[config.mk]
export PLATFORM = sky130hd
export DESIGN_NAME = rank_pd_manager
export DESIGN_NICKNAME = d
export VERILOG_FILES = /design/src/rtl/lp_pkg.sv /design/src/rtl/lp_bank_count.sv /design/src/rtl/lp_mode_fsm.sv /design/src/rtl/lp_req_sel.sv /design/src/rtl/rank_pd_manager.sv
export SDC_FILE = /design/constraint.sdc
export NUM_CORES = 1
export LEC_CHECK = 0
export BUFFER_PORTS_ARGS = -buffer_cell sky130_fd_sc_hd__buf_2
export CAP_MARGIN = 20
export CORE_ASPECT_RATIO = 0.9
export CORE_MARGIN = 1
export CORE_UTILIZATION = 30
export CTS_BUF_LIST = sky130_fd_sc_hd__clkbuf_4 sky130_fd_sc_hd__clkbuf_8
export DETAILED_ROUTE_END_ITERATION = 16
export SLEW_MARGIN = 25
export SYNTH_ARGS = -nofsm -noshare
export SYNTH_HDL_FRONTEND = slang
export SYNTH_SLANG_ARGS = --single-unit
[constraint.sdc]
create_clock -name clk -period 3.53 [get_ports clk]
set_input_delay 0.353 -clock clk [delete_from_list [all_inputs] [get_ports clk]]
set_output_delay 0.353 -clock clk [all_outputs]
set_load 0.05 [all_outputs]
[src/rtl/lp_pkg.sv]
package lp_pkg;
  typedef enum logic [3:0] {
    CMD_NOP    = 4'd0,
    CMD_RD     = 4'd1,
    CMD_WR     = 4'd2,
    CMD_RDA    = 4'd3,
    CMD_WRA    = 4'd4,
    CMD_PRE    = 4'd5,
    CMD_ACT    = 4'd6,
    CMD_REFB   = 4'd7,
    CMD_PREA   = 4'd8,
    CMD_REFA   = 4'd9,
    CMD_PDEA   = 4'd10,
    CMD_PDXA   = 4'd11,
    CMD_PDEP   = 4'd12,
    CMD_PDXP   = 4'd13,
    CMD_SREFEN = 4'd14,
    CMD_SREFEX = 4'd15
  } lp_cmd_e;

  typedef enum logic [2:0] {
    M_IDLE    = 3'd0,
    M_ACT_PDN = 3'd1,
    M_PRE_PDN = 3'd2,
    M_SREF    = 3'd3,
    M_RECOVER = 3'd4
  } lp_mode_e;
endpackage

[src/rtl/lp_bank_count.sv]
module lp_bank_count
  import lp_pkg::*;
#(
  parameter int NUM_BANKS = 8,
  localparam int CW = $clog2(NUM_BANKS + 1)
) (
  input  logic    clk,
  input  logic    rst,
  input  logic    cmd_valid,
  input  lp_cmd_e cmd,
  output logic    any_open_nxt
);
  localparam logic [CW-1:0] MAXC = CW'(NUM_BANKS);

  logic [CW-1:0] cnt_q, cnt_d;

  always_comb begin
    cnt_d = cnt_q;
    if (cmd_valid) begin
      case (cmd)
        CMD_ACT:  if (cnt_q != MAXC) cnt_d = cnt_q + 1'b1;
        CMD_PRE:  if (cnt_q != '0) cnt_d = cnt_q - 1'b1;
        CMD_PREA: cnt_d = '0;
        default:  cnt_d = cnt_q;
      endcase
    end
  end

  always_ff @(posedge clk) begin
    if (rst) cnt_q <= '0;
    else     cnt_q <= cnt_d;
  end

  assign any_open_nxt = (cnt_d != '0);
endmodule

[src/rtl/lp_mode_fsm.sv]
module lp_mode_fsm
  import lp_pkg::*;
(
  input  logic     clk,
  input  logic     rst,
  input  logic     cmd_valid,
  input  lp_cmd_e  cmd,
  input  logic     ctrl_idle,
  output lp_mode_e mode_nxt,
  output lp_mode_e mode_q,
  output logic     entry_nxt,
  output logic     exit_nxt,
  output logic     sref_nxt
);
  logic entry_q, exit_q, sref_q;

  always_comb begin
    mode_nxt  = mode_q;
    entry_nxt = entry_q;
    sref_nxt  = sref_q;
    exit_nxt  = exit_q;
    if (cmd_valid) begin
      case (cmd)
        CMD_PDEA: begin mode_nxt = M_ACT_PDN; entry_nxt = 1'b0; end
        CMD_PDEP: begin mode_nxt = M_PRE_PDN; entry_nxt = 1'b0; end
        CMD_SREFEN: begin
          mode_nxt  = M_SREF;
          entry_nxt = 1'b0;
          sref_nxt  = 1'b0;
        end
        CMD_PDXA: begin mode_nxt = M_IDLE; exit_nxt = 1'b0; end
        CMD_PDXP: begin
          mode_nxt = M_IDLE;
          exit_nxt = 1'b0;
          if (ctrl_idle) sref_nxt = 1'b1;
        end
        CMD_SREFEX: mode_nxt = M_RECOVER;
        CMD_REFA: begin
          if (mode_q == M_RECOVER) mode_nxt = M_IDLE;
          else if (ctrl_idle)      entry_nxt = 1'b1;
        end
        CMD_REFB: if (ctrl_idle) entry_nxt = 1'b1;
        default: ;
      endcase
    end
    if ((mode_nxt == M_ACT_PDN || mode_nxt == M_PRE_PDN) && !ctrl_idle)
      exit_nxt = 1'b1;
  end

  always_ff @(posedge clk) begin
    if (rst) begin
      mode_q  <= M_IDLE;
      entry_q <= 1'b0;
      exit_q  <= 1'b0;
      sref_q  <= 1'b0;
    end else begin
      mode_q  <= mode_nxt;
      entry_q <= entry_nxt;
      exit_q  <= exit_nxt;
      sref_q  <= sref_nxt;
    end
  end
endmodule

[src/rtl/lp_req_sel.sv]
module lp_req_sel
  import lp_pkg::*;
(
  input  logic     clk,
  input  logic     rst,
  input  lp_mode_e mode_nxt,
  input  logic     entry_nxt,
  input  logic     exit_nxt,
  input  logic     sref_nxt,
  input  logic     any_open_nxt,
  input  logic     ctrl_idle,
  output logic     req_valid,
  output lp_cmd_e  req_cmd
);
  logic    v_d;
  lp_cmd_e c_d;

  always_comb begin
    v_d = 1'b0;
    c_d = CMD_NOP;
    case (mode_nxt)
      M_IDLE: if (entry_nxt && ctrl_idle) begin
        v_d = 1'b1;
        if (sref_nxt)          c_d = CMD_SREFEN;
        else if (any_open_nxt) c_d = CMD_PDEA;
        else                   c_d = CMD_PDEP;
      end
      M_ACT_PDN: if (exit_nxt) begin v_d = 1'b1; c_d = CMD_PDXA; end
      M_PRE_PDN: if (exit_nxt) begin v_d = 1'b1; c_d = CMD_PDXP; end
      M_SREF:    if (!ctrl_idle) begin v_d = 1'b1; c_d = CMD_SREFEX; end
      default: ;
    endcase
  end

  always_ff @(posedge clk) begin
    if (rst) begin
      req_valid <= 1'b0;
      req_cmd   <= CMD_NOP;
    end else begin
      req_valid <= v_d;
      req_cmd   <= c_d;
    end
  end
endmodule

[src/rtl/rank_pd_manager.sv]
module rank_pd_manager
  import lp_pkg::*;
#(
  parameter int NUM_BANKS = 8
) (
  input  logic       clk,
  input  logic       rst,
  input  logic       cmd_valid,
  input  logic [3:0] cmd_code,
  input  logic       ctrl_idle,
  output logic       req_valid,
  output logic [3:0] req_cmd,
  output logic [2:0] pwr_state
);
  lp_cmd_e  cmd;
  lp_cmd_e  req_e;
  lp_mode_e mode_nxt, mode_q;
  logic     entry_nxt, exit_nxt, sref_nxt, any_open_nxt;

  assign cmd = lp_cmd_e'(cmd_code);

  lp_bank_count #(.NUM_BANKS(NUM_BANKS)) u_cnt (
    .clk          (clk),
    .rst          (rst),
    .cmd_valid    (cmd_valid),
    .cmd          (cmd),
    .any_open_nxt (any_open_nxt)
  );

  lp_mode_fsm u_fsm (
    .clk       (clk),
    .rst       (rst),
    .cmd_valid (cmd_valid),
    .cmd       (cmd),
    .ctrl_idle (ctrl_idle),
    .mode_nxt  (mode_nxt),
    .mode_q    (mode_q),
    .entry_nxt (entry_nxt),
    .exit_nxt  (exit_nxt),
    .sref_nxt  (sref_nxt)
  );

  lp_req_sel u_req (
    .clk          (clk),
    .rst          (rst),
    .mode_nxt     (mode_nxt),
    .entry_nxt    (entry_nxt),
    .exit_nxt     (exit_nxt),
    .sref_nxt     (sref_nxt),
    .any_open_nxt (any_open_nxt),
    .ctrl_idle    (ctrl_idle),
    .req_valid    (req_valid),
    .req_cmd      (req_e)
  );

  assign req_cmd   = 4'(req_e);
  assign pwr_state = 3'(mode_q);
endmodule

==> results of run 1 <==
-- registers in the layout (all words and copies together) (netlist names) --
signal and count:
u_cnt.cnt_q 4, u_fsm.entry_q 1, u_fsm.exit_q 1, u_fsm.mode_q 3, u_fsm.sref_q 1, u_req.req_cmd 4, u_req.req_valid 1
-- cell families after synthesis --
group / share of synthesized area (%)
AO/OA/AOI/OAI: 30.07
XOR/XNOR: 2.568
flip-flops: 29.34
buffers and inverters: 7.091
AND/OR/NAND/NOR: 28.49
adder cells (fa/ha/maj): 2.445
-- worst max-delay path: stages (launching register included) --
cell                      delay, ns
sky130_fd_sc_hd__dfxtp_1       0.52
sky130_fd_sc_hd__inv_1         0.08
sky130_fd_sc_hd__ha_1          0.24
sky130_fd_sc_hd__or4_1         0.51
sky130_fd_sc_hd__o22a_1        0.19
sky130_fd_sc_hd__o21ai_1       0.16
sky130_fd_sc_hd__o21ai_1       0.08
sky130_fd_sc_hd__and4_1        0.23
sky130_fd_sc_hd__a211o_1       0.25
-- final cells by class --
class / count / share of cell area, %
Multi-Input combinational cell: 94 / 56.52
Sequential cell: 15 / 26.09
Inverter: 7 / 2.283
Clock buffer: 3 / 3.587
Timing Repair Buffer: 15 / 6.522
Tap cell: 42 / 4.565
Clock inverter: 1 / 0.4348
-- cell usage in the layout, fill, tap and decap left out, drive strengths merged, types with 2 or more instances in the layout --
cell,netlist,layout
a211oi,2,2
a21o,3,3
a21oi,9,9
a31oi,4,4
a32oi,4,4
and4,2,2
buf,5,15
clkbuf,4,3
dfxtp,15,15
ha,2,2
inv,7,7
nand2,10,10
nand2b,2,2
nand3,5,5
nand4bb,2,2
nor2,10,10
nor2b,2,2
nor3,3,3
nor3b,2,2
o21ai,5,5
o31ai,2,2
or3,2,2
or3b,2,2
xor2,2,2
-- report_power, final --
part           total, mW  switching [mW]  internal (mW)
combinational     0.0643          0.0432         0.0211
sequential         0.175         0.00190          0.174
clock              0.137          0.0588         0.0781
total              0.377           0.104          0.273
-- worst max path at each step --
stage	from	end	slack, ns	cells past startpoint
3_3_place_gp	u_cnt.cnt_q[0]$_SDFF_PP0_	u_req.req_cmd[2]$_SDFF_PP0_	1.24	8
3_5_place_dp	u_cnt.cnt_q[0]$_SDFF_PP0_	u_req.req_cmd[2]$_SDFF_PP0_	1.19	8
4_1_cts	u_cnt.cnt_q[0]$_SDFF_PP0_	u_req.req_cmd[2]$_SDFF_PP0_	1.16	8
6_report	u_cnt.cnt_q[0]$_SDFF_PP0_	u_req.req_cmd[2]$_SDFF_PP0_	1.15	8
5_1_grt	u_cnt.cnt_q[0]$_SDFF_PP0_	u_req.req_cmd[2]$_SDFF_PP0_	0.99	8
2_1_floorplan	u_cnt.cnt_q[0]$_SDFF_PP0_	u_req.req_cmd[2]$_SDFF_PP0_	1.23	9
-- metal layers --
metal	wire length, um	global-route usage [%]
met3	97	4.000
met1	1203	18.67
met5	0	0
met4	20	3.896
met2	977	18.54
-- stage by stage --
stage               cell area (sq um)  hold WS [ns]
finish                           1151        0.4351
global route                     1151        0.4438
CTS                              1151        0.4321
detailed placement               1105        0.5274
global placement                 1105        0.5173
floorplan                        1023        0.4221
==> qor.json, run 1 <==
{
  "setup_path": {
    "r2r.worst_path.cells": 8,
    "setup.reg_to_reg.worst_slack_ns": 1.15,
    "critPathCaptureType": "flip-flop",
    "critical_path.reg2reg.startpoint": "u_cnt.cnt_q[0]$_SDFF_PP0_",
    "worst_ep_required_time_ns": 3.66,
    "worst_r2r_endpoint": "u_req.req_cmd[2]$_SDFF_PP0_",
    "worstSetupStartpointType": "flip-flop",
    "critPathArrivalTime_ns": 2.52,
    "path_max_fanout": 11,
    "crit_type": "reg2reg"
  },
  "sta": {
    "tightestPinTransition_ns": 0.4073,
    "fin_setup_tns_ns": 0,
    "period_needed_ns": 2.380,
    "period_share_pct": 67.43,
    "rsz_0062_raised_after_global_routing": "no",
    "finClkSkew_ns": 0.001672,
    "report.final.slew_viol_count": 0,
    "setup_violations": 0,
    "achievable-frequency_mhz": 420.1,
    "final-hold-violation-count": 0,
    "slew_headroom_pct": 72.85,
    "postLayoutSetupSlackWorst_ns": 1.150
  },
  "final_layout": {
    "nNetsFinal": 146,
    "ff_latch_area_sq_um": 300.3,
    "filler_cell_count": 332,
    "syn2layout_area_growth_pct": 12.47,
    "multi_input_area_sq_um": 650.6,
    "final_cell_count_no_fill": 177,
    "fraction_of_final_layout_cells_with_drive_strength_greater_than_1_pct": 20.74,
    "fin_util_pct": 36.41,
    "num_antenna_cells": 0
  },
  "die": {
    "num_rows": 19,
    "floorplan.die_area_sq_mm": 0.003650,
    "top_level_ports": 16,
    "initial_core_util_pct": 32.37,
    "die_boundary_height_um": 57.41,
    "fp.dieW_um": 63.57,
    "design.core.area_sq_mm": 0.003162
  },
  "clock_tree": {
    "post-cts-setup-buffer-count": 0,
    "tritoncts.num_buffers": 3,
    "post_cts_hold_buffer_count": 0,
    "post_cts.resized_instances": 0,
    "ctsRootBufferMaster": "sky130_fd_sc_hd__clkbuf_8",
    "worst_setup_hold_path_clk_slew_ns": 0.06,
    "clock_tree.htree_level_count": 1,
    "worstSkewPairLatency_ns": 0.25,
    "clk_path_buf_depth": 2,
    "numClockSinks": 15,
    "cts_tree": "done"
  },
  "grt": {
    "grt_first_pass_wirelength_um": 3719,
    "first_global_vias": 799,
    "grt_antenna_before_repair": 0,
    "grt_remaining_overflow": 0,
    "grt_max_degree": 17,
    "track_usage_pct": 13.03
  },
  "detailed_routing": {
    "route.detailed.drc": 0,
    "detailedRoute.firstPassIterationCount": 4,
    "routed_wire_length_per_instance_um": 12.98,
    "vias": 946,
    "drt_iter0_markers": 38,
    "routed_wl_um": 2297,
    "average_via_count_per_standard_cell": 5.345,
    "post_route_ant_nets": 0
  },
  "yosys": {
    "netlist-cell-type-count": 49,
    "synth-async-reset-ratio_pct": 0,
    "synth.yosys.warnings": 0,
    "yosysSeqAreaShare_pct": 29.34,
    "postSynthRegisterBits": 15,
    "yosysMostFrequentCell": "sky130_fd_sc_hd__dfxtp_1",
    "synth.top_cells.by_area": "sky130_fd_sc_hd__dfxtp_1, sky130_fd_sc_hd__a32oi_2, sky130_fd_sc_hd__a21oi_1, sky130_fd_sc_hd__nor2_1, sky130_fd_sc_hd__nand2_1",
    "netlist.area_leader.share_pct": 29.34,
    "netlist_area_sq_mm": 0.001023,
    "yosys_most_used_dff": "sky130_fd_sc_hd__dfxtp_1",
    "synthTopCellsByCount": "sky130_fd_sc_hd__dfxtp_1, sky130_fd_sc_hd__nor2_1, sky130_fd_sc_hd__a21oi_1, sky130_fd_sc_hd__nand2_1, sky130_fd_sc_hd__inv_1",
    "synth_enable_flop_cells": 0,
    "synth_cells": 125,
    "total_nets_after_synthesis": 135,
    "post-synth-top-area-cell": "sky130_fd_sc_hd__dfxtp_1",
    "syn-mean-instance-area_sq_um": 8.188
  },
  "min_path": {
    "holdCritStartpoint": "rst",
    "whs_endpoint": "u_fsm.mode_q[1]$_SDFF_PP0_",
    "hold_path_depth": 2,
    "hp-class": "in2reg"
  },
  "placed_design": {
    "detailed_place_hpwl_um": 1671,
    "gp_congestion": 0.7877,
    "portBuffers": 15,
    "placement.setup.worst_slack_ns": 1.191,
    "dpl.cell_count": 173
  },
  "power_and_ir_drop": {
    "p_per_area_mw_per_mm2": 327.2,
    "report.power.total_uw": 376.7,
    "irDropWorstVdd_uv": 199.0,
    "p_leak_nw": 0.4350
  },
  "flow_run": {
    "cap_violations": 0
  },
  "outcome": {
    "status": "complete, no violations"
  }
}
(Power assumes the default switching activity.)
==> run 2: changes to the inputs <==
clock period = 2.43 ns   (was 3.53 ns; I/O delays follow)
==> run 2 against run 1 <==
  * Clock skew grew 0.0027 ns
  * Count of clock-buffer cells in the layout is the same
  * Sequential share of layout area shrank 0.17 points
  * First-iteration DRC count grew 58%
  * Register-to-register slack lost 0.94 ns
  * Global-route usage is essentially flat
  * Via count grew 1.5%
  * Fmax grew 7.4%
==> qor.json, run 2 (synthesis gave the netlist of run 1 again) <==
{
  "outcome": {
    "status": "complete, no violations"
  },
  "die": {
    "floorplan.die_area": {"value": 0.003650, "unit": "sq mm", "change": "unchanged"},
    "design.core.area": {"value": 0.003162, "unit": "sq mm", "change": "unchanged"},
    "initial_core_util": {"value": 32.37, "unit": "%", "change": "unchanged"},
    "die_boundary_height": {"value": 57.41, "unit": "um", "change": "unchanged"},
    "num_rows": {"value": 19, "change": "unchanged"},
    "top_level_ports": {"value": 16, "change": "unchanged"},
    "fp.dieW": {"value": 63.57, "unit": "um", "change": "unchanged"}
  },
  "final_layout": {
    "num_antenna_cells": {"value": 0, "change": "unchanged"},
    "largestRegisters": "u_cnt.cnt_q (4), u_req.req_cmd (4), u_fsm.mode_q (3)",
    "fraction_of_final_layout_cells_with_drive_strength_greater_than_1": {"value": 21.32, "unit": "%", "change": "+0.58 points"},
    "final_cell_mix": "sky130_fd_sc_hd__buf_2, sky130_fd_sc_hd__dfxtp_1, sky130_fd_sc_hd__nor2_1, sky130_fd_sc_hd__nand2_1, sky130_fd_sc_hd__a21oi_1",
    "filler_cell_count": {"value": 326, "change": "-1.8%"},
    "syn2layout_area_growth_pct": 13.20,
    "nNetsFinal": {"value": 147, "change": "+0.68%"}
  },
  "setup_path": {
    "worstSetupStartpoint": "u_cnt.cnt_q[1]$_SDFF_PP0_",
    "cp_common_cell": "sky130_fd_sc_hd__o21ai_1",
    "timing.critical_path.slowest_stage_cell": "sky130_fd_sc_hd__or4_1",
    "chain_of_cells_forming_the_critical_path": "inv_1 > ha_1 > or4_1 > o22a_1 > o21ai_1 > o21ai_1 > and4_1 > a211o_1",
    "worst_ep_required_time": {"value": 2.56, "unit": "ns", "change": "-1.10 ns"},
    "path_max_fanout": {"value": 6, "change": "-5"},
    "critical_path.reg2reg.startpoint": "u_cnt.cnt_q[1]$_SDFF_PP0_",
    "worstSetupStartpointType": "flip-flop",
    "critPathArrivalTime": {"value": 2.35, "unit": "ns", "change": "-0.17 ns"},
    "crit_type": "reg2reg",
    "worst_path_largest_cell_delay": {"value": 0.51, "unit": "ns", "change": "about the same"},
    "critPathCaptureType": "flip-flop"
  },
  "sta": {
    "rsz_0062_raised_after_global_routing": "no",
    "period_share": {"value": 91.19, "unit": "%", "change": "+24 points"},
    "finClkSkew": {"value": 0.004333, "unit": "ns", "change": "+0.002661 ns"},
    "final-hold-violation-count": {"value": 0, "change": "unchanged"},
    "fin_setup_tns": {"value": 0, "unit": "ns", "change": "unchanged"},
    "setup_violations": {"value": 0, "change": "unchanged"},
    "report.final.slew_viol_count": {"value": 0, "change": "unchanged"},
    "slew_headroom": {"value": 72.39, "unit": "%", "change": "-0.45 points"},
    "achievable-frequency": {"value": 451.3, "unit": "MHz", "change": "+7.4%"},
    "period_needed": {"value": 2.216, "unit": "ns", "change": "-0.1643 ns"},
    "tightestPinTransition": {"value": 0.4141, "unit": "ns", "change": "+0.006766 ns"}
  },
  "grt": {
    "track_usage": {"value": 13.06, "unit": "%", "change": "+0.028 points"},
    "grt_antenna_before_repair": {"value": 0, "change": "unchanged"},
    "first_global_vias": {"value": 824, "change": "+3.1%"},
    "grt_max_degree": {"value": 17, "change": "unchanged"},
    "grt_first_pass_wirelength": {"value": 3746, "unit": "um", "change": "+0.73%"},
    "grt_remaining_overflow": {"value": 0, "change": "unchanged"}
  },
  "detailed_routing": {
    "detailedRoute.firstPassIterationCount": {"value": 4, "change": "unchanged"},
    "routed_wire_length_per_instance": {"value": 13.03, "unit": "um", "change": "+0.43%"},
    "drt_iter0_markers": {"value": 60, "change": "+58%"},
    "vias": {"value": 960, "change": "+1.5%"},
    "route.detailed.drc": {"value": 0, "change": "unchanged"},
    "routed_wl": {"value": 2320, "unit": "um", "change": "+1.0%"},
    "average_via_count_per_standard_cell": {"value": 5.393, "change": "+0.91%"},
    "post_route_ant_nets": {"value": 0, "change": "unchanged"}
  },
  "flow_run": {
    "cap_violations": {"value": 0, "change": "unchanged"}
  },
  "power_and_ir_drop": {
    "p_leak": {"value": 0.4404, "unit": "nW", "change": "+1.3%"},
    "irDropWorstVdd": {"value": 333.5, "unit": "uV", "change": "+68%"},
    "report.power.total": {"value": 544.4, "unit": "uW", "change": "+45%"},
    "p_per_area": {"value": 469.9, "unit": "mW/mm^2", "change": "+44%"}
  },
  "clock_tree": {
    "worst_setup_hold_path_clk_slew": {"value": 0.06, "unit": "ns", "change": "about the same"},
    "post_cts.resized_instances": {"value": 0, "change": "unchanged"},
    "worstSkewPairLatency": {"value": 0.25, "unit": "ns", "change": "about the same"},
    "numClockSinks": {"value": 15, "change": "unchanged"},
    "post_cts_hold_buffer_count": {"value": 0, "change": "unchanged"},
    "tritoncts.num_buffers": {"value": 3, "change": "unchanged"},
    "clk_path_buf_depth": {"value": 2, "change": "unchanged"},
    "ctsRootBufferMaster": "sky130_fd_sc_hd__clkbuf_8",
    "cts_tree": "done",
    "post-cts-setup-buffer-count": {"value": 0, "change": "unchanged"},
    "clock_tree.htree_level_count": {"value": 1, "change": "unchanged"}
  },
  "placed_design": {
    "gp_congestion": {"value": 0.7821, "change": "-0.71%"},
    "portBuffers": {"value": 15, "change": "unchanged"},
    "detailed_place_hpwl": {"value": 1683, "unit": "um", "change": "+0.68%"}
  },
  "min_path": {
    "holdCritStartpoint": "rst",
    "hp-class": "in2reg"
  }
}
-- run 2: final timing paths --
kind,end,slack (ns),depth (start not counted)
setup / recovery,u_req.req_cmd[2]$_SDFF_PP0_,0.21,8
hold / removal,u_fsm.entry_q$_SDFF_PP0_,0.32,2
setup reg to reg,u_req.req_cmd[2]$_SDFF_PP0_,0.21,8
hold reg to reg,u_fsm.entry_q$_SDFF_PP0_,0.53,2
-- run 2: layout make-up --
class	instances	area (sq um)	area share (%)
Sequential cell	15	300.3	25.92
Multi-Input combinational cell	94	650.6	56.16
Tap cell	42	52.55	4.536
Inverter	7	26.28	2.268
Clock buffer	3	41.29	3.564
Timing Repair Buffer	16	82.58	7.127
Clock inverter	1	5.005	0.4320
-- run 2: where the power goes --
part / internal (mW) / switching, mW / total (mW)
registers: 0.252 / 0.00261 / 0.255
logic: 0.0308 / 0.0626 / 0.0934
clock network: 0.113 / 0.0829 / 0.196
total: 0.396 / 0.148 / 0.544
-- run 2: worst max-delay path, delay by kind of cell, from the launching register on --
family / cells / cell delay (ns)
AO/OA/AOI/OAI: 4 / 0.68
adder cells (fa/ha/maj): 1 / 0.22
buffers and inverters: 1 / 0.06
flip-flops: 1 / 0.42
AND/OR/NAND/NOR: 2 / 0.73
-- run 2: metrics by stage --
stage,std cells,setup slack [ns],utilization (%),hold slack (ns),cell area [sq um]
CTS,178,0.2177,36.64,0.3232,1159
finish,178,0.2140,36.64,0.3216,1159
detailed placement,174,0.2337,35.18,0.5021,1112
floorplan,125,0.1348,-,0.3121,1023
global route,178,0.09856,36.64,0.3333,1159
global placement,174,0.3048,35.18,0.5112,1112
-- run 2: per-layer routing --
layer | track usage, % | up-vias | share of wire (%)
met5 | 0 | - | 0
met4 | 4.221 | 0 | 0.69
met3 | 4.000 | 2 | 5.7
li1 | - | 488 | -
met2 | 18.69 | 30 | 42
met1 | 18.54 | 440 | 51
==> run 3: changes to the inputs <==
CORE_UTILIZATION = 33   (was 30)
==> run 3 against run 2 <==
  * First-iteration DRC count rose by 25%
  * Non-clock buffer count did not move
  * Wire length rose by 6.4%
==> qor.json, run 3 (synthesis gave the netlist of run 1 again) <==
{
  "outcome": {
    "status": "complete, no violations"
  },
  "placed_design": {
    "portBuffers": {"value": 15, "change": "unchanged"},
    "placement.setup.worst_slack": {"value": 0.2128, "unit": "ns", "change": "-0.02082 ns"},
    "gp_congestion": {"value": 0.7951, "change": "+1.7%"},
    "dpl.cell_count": {"value": 172, "change": "-1.1%"},
    "detailed_place_hpwl": {"value": 1840, "unit": "um", "change": "+9.4%"},
    "dpl-instance-area": {"value": 0.001110, "unit": "sq mm", "change": "-0.23%"}
  },
  "sta": {
    "period_share": {"value": 92.96, "unit": "%", "change": "+1.8 points"},
    "slew_headroom": {"value": 73.55, "unit": "%", "change": "+1.2 points"},
    "finClkSkew": {"value": 0.003362, "unit": "ns", "change": "-0.0009709 ns"},
    "setup_violations": {"value": 0, "change": "unchanged"},
    "period_needed": {"value": 2.259, "unit": "ns", "change": "+0.04306 ns"},
    "fin_setup_tns": {"value": 0, "unit": "ns", "change": "unchanged"},
    "final-hold-violation-count": {"value": 0, "change": "unchanged"},
    "postLayoutSetupSlackWorst": {"value": 0.1710, "unit": "ns", "change": "-0.04306 ns"},
    "rsz_0062_raised_after_global_routing": "no",
    "report.final.slew_viol_count": {"value": 0, "change": "unchanged"},
    "achievable-frequency": {"value": 442.7, "unit": "MHz", "change": "-1.9%"},
    "tightestPinTransition": {"value": 0.3967, "unit": "ns", "change": "-0.01736 ns"}
  },
  "detailed_routing": {
    "average_via_count_per_standard_cell": {"value": 5.523, "change": "+2.4%"},
    "routed_wl": {"value": 2469, "unit": "um", "change": "+6.4%"},
    "drt_iter0_markers": {"value": 75, "change": "+25%"},
    "routed_wire_length_per_instance": {"value": 14.03, "unit": "um", "change": "+7.6%"},
    "detailedRoute.firstPassIterationCount": {"value": 4, "change": "unchanged"},
    "post_route_ant_nets": {"value": 0, "change": "unchanged"},
    "vias": {"value": 972, "change": "+1.3%"},
    "route.detailed.drc": {"value": 0, "change": "unchanged"}
  },
  "final_layout": {
    "num_antenna_cells": {"value": 0, "change": "unchanged"},
    "syn2layout_area_growth_pct": 11.12,
    "final_cell_mix": "sky130_fd_sc_hd__buf_2, sky130_fd_sc_hd__dfxtp_1, sky130_fd_sc_hd__nor2_1, sky130_fd_sc_hd__nand2_1, sky130_fd_sc_hd__a21oi_1",
    "final_cell_count_no_fill": {"value": 176, "change": "-1.1%"},
    "fraction_of_final_layout_cells_with_drive_strength_greater_than_1": {"value": 21.32, "unit": "%", "change": "unchanged"},
    "fin_util": {"value": 40.08, "unit": "%", "change": "+3.4 points"},
    "largestRegisters": "u_cnt.cnt_q (4), u_req.req_cmd (4), u_fsm.mode_q (3)",
    "nNetsFinal": {"value": 147, "change": "unchanged"},
    "stdcell_area": {"value": 0.001137, "unit": "sq mm", "change": "-1.8%"}
  },
  "clock_tree": {
    "tritoncts.num_buffers": {"value": 3, "change": "unchanged"},
    "cts_tree": "done",
    "post_cts_hold_buffer_count": {"value": 0, "change": "unchanged"},
    "post_cts.resized_instances": {"value": 0, "change": "unchanged"},
    "ctsRootBufferMaster": "sky130_fd_sc_hd__clkbuf_4",
    "clock_tree.htree_level_count": {"value": 1, "change": "unchanged"},
    "numClockSinks": {"value": 15, "change": "unchanged"},
    "worst_setup_hold_path_clk_slew": {"value": 0.09, "unit": "ns", "change": "+0.03 ns"},
    "post-cts-setup-buffer-count": {"value": 0, "change": "unchanged"},
    "worstSkewPairLatency": {"value": 0.29, "unit": "ns", "change": "+0.04 ns"},
    "clk_path_buf_depth": {"value": 2, "change": "unchanged"}
  },
  "setup_path": {
    "path_max_fanout": {"value": 6, "change": "unchanged"},
    "critPathCaptureType": "flip-flop",
    "setup.reg_to_reg.worst_slack": {"value": 0.17, "unit": "ns", "change": "-0.04 ns"},
    "crit_type": "reg2reg",
    "bufs_and_invs_on_worst_path": {"value": 1, "change": "unchanged"},
    "worst_ep_required_time": {"value": 2.61, "unit": "ns", "change": "+0.05 ns"},
    "cp_common_cell": "sky130_fd_sc_hd__o21ai_1",
    "worstSetupStartpointType": "flip-flop",
    "critPathArrivalTime": {"value": 2.44, "unit": "ns", "change": "+0.09 ns"},
    "worst_path_largest_cell_delay": {"value": 0.53, "unit": "ns", "change": "+0.02 ns"},
    "timing.critical_path.slowest_stage_cell": "sky130_fd_sc_hd__or4_1",
    "chain_of_cells_forming_the_critical_path": "inv_1 > ha_1 > or4_1 > o22a_1 > o21ai_1 > o21ai_1 > and4_1 > a211o_1",
    "worst_path_dominant_cell_family": "simple AND/OR/NAND/NOR gates"
  },
  "grt": {
    "track_usage": {"value": 15.92, "unit": "%", "change": "+2.9 points"},
    "grt_first_pass_wirelength": {"value": 3767, "unit": "um", "change": "+0.56%"},
    "grt_max_degree": {"value": 17, "change": "unchanged"},
    "grt_remaining_overflow": {"value": 0, "change": "unchanged"},
    "grtUsageMet3": {"value": 4.255, "unit": "%", "change": "+0.26 points"},
    "grt-busiest-layer": "met1",
    "first_global_vias": {"value": 803, "change": "-2.5%"},
    "grt_use_met1": {"value": 23.45, "unit": "%", "change": "+4.9 points"},
    "grt_antenna_before_repair": {"value": 0, "change": "unchanged"},
    "groute.layer.met2.usage": {"value": 22.34, "unit": "%", "change": "+3.7 points"}
  },
  "power_and_ir_drop": {
    "p_leak": {"value": 0.4327, "unit": "nW", "change": "-1.8%"},
    "p_per_area": {"value": 435.3, "unit": "mW/mm^2", "change": "-7.4%"},
    "irDropWorstVdd": {"value": 330.5, "unit": "uV", "change": "-0.88%"}
  },
  "die": {
    "floorplan.die_area": {"value": 0.003329, "unit": "sq mm", "change": "-8.8%"},
    "num_rows": {"value": 18, "change": "-1"},
    "die_boundary_height": {"value": 54.84, "unit": "um", "change": "-4.5%"},
    "top_level_ports": {"value": 16, "change": "unchanged"},
    "design.core.area": {"value": 0.002838, "unit": "sq mm", "change": "-10%"},
    "fp.dieW": {"value": 60.71, "unit": "um", "change": "-4.5%"},
    "initial_core_util": {"value": 36.07, "unit": "%", "change": "+3.7 points"}
  },
  "flow_run": {
    "cap_violations": {"value": 0, "change": "unchanged"}
  },
  "min_path": {
    "hp-class": "in2reg"
  }
}
-- run 3: cell count changes in the layout (fill, tap and decap cells not counted) --
| cell | before | now |
|---|---|---|
| sky130_fd_sc_hd__clkbuf_8 | 3 | 0 |
| sky130_fd_sc_hd__clkbuf_4 | 0 | 3 |
-- run 3: final timing paths --
check / cells past startpoint / start / to
worst max register to register: 8 / u_cnt.cnt_q[1]$_SDFF_PP0_ / u_req.req_cmd[2]$_SDFF_PP0_
worst max-delay path: 8 / u_cnt.cnt_q[1]$_SDFF_PP0_ / u_req.req_cmd[2]$_SDFF_PP0_
worst min register to register: 4 / u_fsm.exit_q$_SDFF_PP0_ / u_fsm.exit_q$_SDFF_PP0_
worst min-delay path: 2 / rst / u_fsm.mode_q[0]$_SDFF_PP0_
-- run 3: layer usage --
metal	up-vias	part of all wire [%]	wire length (um)
met5	-	0	0
met1	458	52	1281
met2	18	44	1085
met4	0	0.73	18
met3	4	3.4	84
li1	492	-	-
-- run 3: final cells by class --
| class | count | area [sq um] |
|---|---|---|
| fill | 304 | 1700 |
| multi-input combinational | 94 | 650.6 |
| sequential | 15 | 300.3 |
| timing repair buffer | 16 | 82.58 |
| tap | 40 | 50.05 |
| inverter | 7 | 26.28 |
| clock buffer | 3 | 22.52 |
| clock inverter | 1 | 5.005 |
-- run 3: report_power, final --
group,internal (mW),total (mW),switching [mW]
logic,0.0308,0.0954,0.0646
registers,0.252,0.254,0.00230
clock network,0.0612,0.146,0.0844
total,0.344,0.495,0.151
-- run 3: metrics by stage --
| stage | hold slack [ns] | power, mW |
|---|---|---|
| floorplan | 0.3121 | 0.3302 |
| global placement | 0.5185 | 0.3511 |
| detailed placement | 0.5404 | 0.3541 |
| CTS | 0.2758 | 0.4990 |
| global route | 0.2833 | 0.5202 |
| finish | 0.2847 | 0.4951 |
